==> src/rtl/ckepwr_pkg.sv <==
package ckepwr_pkg;

    typedef enum logic [2:0] {
        PS_ACTIVE   = 3'd0,
        PS_ACT_PD   = 3'd1,
        PS_PRE_PD   = 3'd2,
        PS_SELF_REF = 3'd3,
        PS_FAULT    = 3'd4
    } pwr_state_e;

    typedef enum logic [3:0] {
        CMD_DESEL, CMD_NOP, CMD_ACT, CMD_READ, CMD_WRITE,
        CMD_PRE, CMD_REF, CMD_MRS, CMD_RSVD
    } cmd_e;

    // {cs_n, ras_n, cas_n, we_n}
    function automatic cmd_e decode_cmd(input logic [3:0] bus);
        cmd_e c;
        if (bus[3]) c = CMD_DESEL;
        else begin
            case (bus[2:0])
                3'b111:  c = CMD_NOP;
                3'b011:  c = CMD_ACT;
                3'b101:  c = CMD_READ;
                3'b100:  c = CMD_WRITE;
                3'b010:  c = CMD_PRE;
                3'b001:  c = CMD_REF;
                3'b000:  c = CMD_MRS;
                default: c = CMD_RSVD;
            endcase
        end
        return c;
    endfunction

    function automatic logic is_quiet(input cmd_e c);
        return (c == CMD_NOP) || (c == CMD_DESEL);
    endfunction

endpackage

==> src/rtl/ckepwr_hold.sv <==
module ckepwr_hold #(
    parameter int CKE_MIN = 3
) (
    input  logic clk,
    input  logic rst,
    input  logic cke,
    output logic cke_prev,
    output logic hold_viol
);
    localparam int CW = $clog2(CKE_MIN + 1);
    localparam logic [CW-1:0] SAT = CW'(CKE_MIN);

    logic [CW-1:0] run_cnt;

    assign hold_viol = (cke != cke_prev) && (run_cnt < SAT);

    always_ff @(posedge clk) begin
        if (rst) begin
            cke_prev <= 1'b1;
            run_cnt  <= SAT;
        end else begin
            cke_prev <= cke;
            if (cke != cke_prev) run_cnt <= CW'(1);
            else if (run_cnt < SAT) run_cnt <= run_cnt + CW'(1);
        end
    end
endmodule

==> src/rtl/ckepwr_delay.sv <==
module ckepwr_delay #(
    parameter int CYC = 10
) (
    input  logic clk,
    input  logic rst,
    input  logic start,
    output logic busy
);
    localparam int CW = $clog2(CYC + 1);
    localparam logic [CW-1:0] LOAD = CW'(CYC - 1);

    logic [CW-1:0] cnt;

    assign busy = (cnt != '0);

    always_ff @(posedge clk) begin
        if (rst)          cnt <= '0;
        else if (start)   cnt <= LOAD;
        else if (busy)    cnt <= cnt - CW'(1);
    end
endmodule

==> src/rtl/ckepwr_fsm.sv <==
module ckepwr_fsm
    import ckepwr_pkg::*;
(
    input  logic       clk,
    input  logic       rst,
    input  logic       cke,
    input  logic       cke_prev,
    input  logic       hold_viol,
    input  logic [3:0] cmd_bus,
    input  logic       banks_idle,
    input  logic       op_busy,
    input  logic       xs_busy,
    input  logic       rd_busy,
    output pwr_state_e state,
    output logic       err_q,
    output logic       sr_exit
);
    pwr_state_e nxt;
    logic       viol;
    cmd_e       c;
    logic       quiet;

    always_comb begin
        c       = decode_cmd(cmd_bus);
        quiet   = is_quiet(c);
        nxt     = state;
        viol    = 1'b0;
        sr_exit = 1'b0;
        case (state)
            PS_ACTIVE: begin
                if (!cke_prev) viol = 1'b1;
                else if (xs_busy && !quiet) viol = 1'b1;
                else if (!cke) begin
                    if (op_busy) viol = 1'b1;
                    else if (quiet) nxt = banks_idle ? PS_PRE_PD : PS_ACT_PD;
                    else if (c == CMD_REF && banks_idle) nxt = PS_SELF_REF;
                    else viol = 1'b1;
                end else begin
                    if (c == CMD_RSVD) viol = 1'b1;
                    else if (c == CMD_READ && rd_busy) viol = 1'b1;
                end
            end
            PS_ACT_PD, PS_PRE_PD, PS_SELF_REF: begin
                if (cke_prev) viol = 1'b1;
                else if (cke) begin
                    if (quiet) begin
                        nxt     = PS_ACTIVE;
                        sr_exit = (state == PS_SELF_REF);
                    end else viol = 1'b1;
                end
            end
            default: nxt = PS_FAULT;
        endcase
        if (hold_viol && state != PS_FAULT) viol = 1'b1;
        if (viol) begin
            nxt     = PS_FAULT;
            sr_exit = 1'b0;
        end
    end

    always_ff @(posedge clk) begin
        if (rst) begin
            state <= PS_ACTIVE;
            err_q <= 1'b0;
        end else begin
            state <= nxt;
            err_q <= viol;
        end
    end
endmodule

==> src/rtl/ckepwr_tracker.sv <==
module ckepwr_tracker
    import ckepwr_pkg::*;
#(
    parameter int CKE_MIN  = 3,
    parameter int XS_CYC   = 10,
    parameter int XSRD_CYC = 200
) (
    input  logic       clk,
    input  logic       rst,
    input  logic       cke,
    input  logic [3:0] cmd_bus,
    input  logic       banks_idle,
    input  logic       op_busy,
    output logic [2:0] pwr_state,
    output logic       err_pulse,
    output logic       cmd_ready,
    output logic       rd_ready
);
    localparam int NTMR = 2;
    localparam int TMR_LEN [NTMR] = '{XS_CYC, XSRD_CYC};

    logic       cke_prev, hold_viol, sr_exit;
    logic [NTMR-1:0] tmr_busy;
    pwr_state_e state;

    ckepwr_hold #(.CKE_MIN(CKE_MIN)) u_hold (
        .clk(clk), .rst(rst), .cke(cke),
        .cke_prev(cke_prev), .hold_viol(hold_viol)
    );

    for (genvar i = 0; i < NTMR; i++) begin : g_tmr
        ckepwr_delay #(.CYC(TMR_LEN[i])) u_dly (
            .clk(clk), .rst(rst), .start(sr_exit), .busy(tmr_busy[i])
        );
    end

    ckepwr_fsm u_fsm (
        .clk(clk), .rst(rst), .cke(cke), .cke_prev(cke_prev),
        .hold_viol(hold_viol), .cmd_bus(cmd_bus),
        .banks_idle(banks_idle), .op_busy(op_busy),
        .xs_busy(tmr_busy[0]), .rd_busy(tmr_busy[1]),
        .state(state), .err_q(err_pulse), .sr_exit(sr_exit)
    );

    assign pwr_state = state;
    assign cmd_ready = (state == PS_ACTIVE) && !tmr_busy[0];
    assign rd_ready  = (state == PS_ACTIVE) && !tmr_busy[1];
endmodule

==> config.mk <==
export PLATFORM = sky130hd
export DESIGN_NAME = ckepwr_tracker
export DESIGN_NICKNAME = d
export VERILOG_FILES = /design/src/rtl/ckepwr_pkg.sv /design/src/rtl/ckepwr_hold.sv /design/src/rtl/ckepwr_delay.sv /design/src/rtl/ckepwr_fsm.sv /design/src/rtl/ckepwr_tracker.sv
export SDC_FILE = /design/constraint.sdc
export NUM_CORES = 1
export LEC_CHECK = 0
export ABC_AREA = 1
export BUFFER_PORTS_ARGS = -buffer_cell sky130_fd_sc_hd__buf_2
export CORE_MARGIN = 5
export CORE_UTILIZATION = 55
export DETAILED_ROUTE_END_ITERATION = 16
export MAX_ROUTING_LAYER = met4
export PLACE_DENSITY_LB_ADDON = 0.2
export SLEW_MARGIN = 30
export SYNTH_ARGS = -nofsm -noshare
export SYNTH_HDL_FRONTEND = slang
export SYNTH_SLANG_ARGS = --single-unit
==> constraint.sdc <==
create_clock -name clk -period 1.6 [get_ports clk]
set_input_delay 0.32 -clock clk [delete_from_list [all_inputs] [get_ports clk]]
set_output_delay 0.32 -clock clk [all_outputs]
set_load 0.01 [all_outputs]
==> reports/qor.json <==
{
  "critical_path": {
    "cp-start-kind": "flop",
    "reg2reg_setup_slack_ps": 120,
    "crit_arrival_ps": 1300,
    "cp.required_ps": 1280,
    "critical-path-slowest-cell": "dfxtp_2",
    "endpoint_kind": "output pin",
    "worstSetupPathType": "reg -> out",
    "worst_path_largest_cell_delay_ps": 340,
    "cp_max_fo": 3,
    "crit_top_cell": "inv_2",
    "worst_path_cell_trace": "inv_2 > ha_4 > nand2_4 > nor2_4 > inv_2 > nor2_2 > buf_2"
  },
  "logic_synthesis": {
    "post_synthesis_mean_instance_area_um2": 7.227,
    "syn-instance-count": 152,
    "synth.net_count": 165,
    "ys_warn_count": 0,
    "netlist-cell-type-count": 26,
    "yosysSeqAreaShare_pct": 34.62,
    "synth-seq-cells": 19,
    "netlist_area_um2": 1099
  },
  "timing": {
    "setup_viol": 2,
    "worst_clock_skew_ps": 5.115,
    "finalMaxSlewViolations": 0,
    "timing.final.ws_setup_ps": -18.50,
    "worst_pin_slew_ps": 280.6,
    "post-route-min-period_ps": 1619,
    "fmaxAchievable_mhz": 617.9,
    "worst_slew_margin_rel_pct": 81.16,
    "grt_setup_unrepaired": "yes",
    "min_period_over_period_pct": 101.2,
    "hold_viol_final": 0
  },
  "run_status": {
    "violations": "setup timing",
    "outcome": "finished with violations"
  },
  "floorplanning": {
    "core_region_area_um2": 1942,
    "die_width_um": 54.69,
    "num_io_pins": 15,
    "starting_utilization_of_the_core_area_pct": 56.57,
    "die-area_um2": 2991,
    "floorplan.rows": 16,
    "fp.dieH_um": 54.69
  },
  "clocking": {
    "ctsHtreeMaxLevel": 1,
    "tritoncts": "done",
    "cts-buffers-inserted": 3,
    "clkTransAtPathRegs_ps": 110,
    "tritoncts_num_sinks": 19,
    "worstSkewPairLatency_ps": 300,
    "clockBufferDepth": 2,
    "ctsRootBufferMaster": "clkbuf_4"
  },
  "pwr": {
    "vdd_ir_drop_max_mv": 1.191,
    "post-layout-total-power_mw": 2.985,
    "power.share.clock_pct": 8.2,
    "sw_frac_of_total_pct": 45.29,
    "comb_power_share_pct": 64.6,
    "switchingPower_mw": 1.352,
    "sequential_power_share_pct": 27.2,
    "power.density_cell_area_nw_per_um2": 2104,
    "static-leakage-power_nw": 0.6613,
    "cellInternalPower_mw": 1.633
  },
  "global_route": {
    "grt_util_met1_pct": 23.48,
    "grt_pass1_vias": 997,
    "use_met2_pct": 35.04,
    "grt_antenna_before_repair": 0,
    "largest_net_degree_at_the_start_of_global_routing": 12,
    "grtUsageTotal_pct": 20.70,
    "globalRoute.totalOverflow": 0,
    "grt.met3_usage_pct": 3.815,
    "grt.busiest_layer": "met2",
    "grt_first_pass_wirelength_mm": 4.319
  },
  "layout": {
    "finish.net_count": 200,
    "final-instance-count-excl-fill": 213,
    "area_delta_synth_final_pct": 29.16,
    "final_common_cell": "nand2_1",
    "filler_cell_count": 161,
    "antennaDiodeCount": 0,
    "post_route_cells_drive_above_1_share_pct": 41.40,
    "mostFrequentLayoutCells": "nand2_1 (18), buf_4 (17), nor2_1 (15), a21oi_1 (15)"
  },
  "place": {
    "place_hpwl_mm": 1.784,
    "pre_cts_ws_ps": 8.585,
    "io_buffers": 14,
    "routabilityCongestion": 0.9164,
    "placed_cells_incl_taps": 195
  },
  "routing": {
    "detail_route.vias_per_cell": 5.080,
    "drt_drc_violations_left": 0,
    "postRouteWirelength_mm": 2.625,
    "antenna_left": 0,
    "detailroute.via_count": 1082,
    "first_pass_iters": 4,
    "initialDrtViolationCount": 33,
    "route.detailed.wl_per_inst_um": 12.32
  },
  "flow_run": {
    "max_cap_violations": 0
  },
  "hold_path": {
    "hold_path.class": "in -> reg"
  }
}
[through the flow]
| stage | hold slack (ps) | TNS [ps] | cell area, um^2 | utilization (%) |
|---|---|---|---|---|
| floorplan | 437.5 | 0 | 1099 | - |
| CTS | 290.3 | -0.7675 | 1359 | 69.97 |
| finish | 284.2 | -32.89 | 1419 | 73.07 |
| global route | 291.9 | -211.3 | 1419 | 73.07 |
| detailed placement | 499.6 | 0 | 1221 | 62.89 |
| global placement | 470.4 | 0 | 1221 | 62.89 |
[area by class of cell]
| cell class | count | area, um^2 | share of cell area [%] |
|---|---|---|---|
| multi-input cells | 107 | 678.2 | 47.80 |
| flip-flops and latches | 19 | 386.6 | 27.25 |
| repair buffers | 31 | 197.7 | 13.93 |
| inverters | 25 | 96.34 | 6.790 |
| well taps | 27 | 33.78 | 2.381 |
| clock buffers | 4 | 26.28 | 1.852 |
[state kept, by name (all words and copies together) (netlist names)]
signal and flops:
g_tmr.u_dly.cnt 12, u_fsm.err_q 1, u_fsm.state 3, u_hold.cke_prev 1, u_hold.run_cnt 2
[cells by family after synthesis]
| kind of cell | synth area share [%] |
|---|---|
| buffers and inverters | 9.112 |
| AOI/OAI and AO/OA | 16.06 |
| DFF | 34.62 |
| and+or+nand+nor | 32.46 |
| xor gates and xnor gates | 3.190 |
| adders and majority gates | 4.556 |
[routing by layer]
metal  wire (um)  vias up  share of wire (%)
li1            -      561                  -
met1        1085      476                 41
met2        1302       38                 50
met3         177        7                6.7
met4          59        0                2.2
met5           0        -                  0
[cells in the mapped netlist]
master	instances	area share, %
nand2_1	20	6.8
dfxtp_1	19	35
inv_1	19	6.5
nor2_1	19	6.5
a21oi_1	15	6.8
o21ai_0	11	5.0
nand3_1	8	3.6
inv_2	5	1.7
nand2_2	5	2.8
ha_1	4	4.6
nor2_2	4	2.3
a21oi_2	3	2.4
nor3_1	3	1.4
xor2_1	3	2.4
nand2_4	2	2.0
nand3_2	2	1.8
a211oi_1	1	0.68
clkbuf_1	1	0.34
inv_4	1	0.57
nand3_4	1	1.6
nand4_1	1	0.57
nor2_4	1	1.0
nor4_4	1	1.9
o211ai_1	1	0.68
o21ai_1	1	0.46
xnor2_1	1	0.80
[power by group through the flow]
stage | combinational [mW] | clock (mW) | sequential (mW)
detailed placement | 1.44 | 0 | 0.787
finish | 1.93 | 0.245 | 0.812
floorplan | 1.04 | 0 | 0.788
global placement | 1.40 | 0 | 0.775
global route | 2.14 | 0.279 | 0.835
CTS | 1.71 | 0.240 | 0.801
[worst max-delay path, delay by kind of cell, from the launching register on]
family / cells / cell delay, ps
buf+inv: 3 / 250
fa+ha+maj: 1 / 150
flops: 1 / 340
simple gates: 3 / 260
[repair_timing]
| item | in CTS | in global routing |
|---|---|---|
| pin swaps | 4 | 9 |
| resized for setup | 17 | 10 |
| endpoints found under the setup margin | 7 | 10 |
| buffers inserted | 9 | 5 |
| hold buffers | 0 | 0 |
[path summary, 6_finish.rpt]
| kind | from | endpoint | cells past startpoint |
|---|---|---|---|
| worst max-delay path | g_tmr[1].u_dly.cnt[0] | rd_ready | 7 |
| worst min-delay path | cke | u_hold.cke_prev | 3 |
| worst max register to register | g_tmr[0].u_dly.cnt[0] | g_tmr[1].u_dly.cnt[3] | 11 |
| worst min register to register | u_hold.run_cnt[1] | u_hold.run_cnt[1] | 2 |
(Power assumes the default switching activity.)
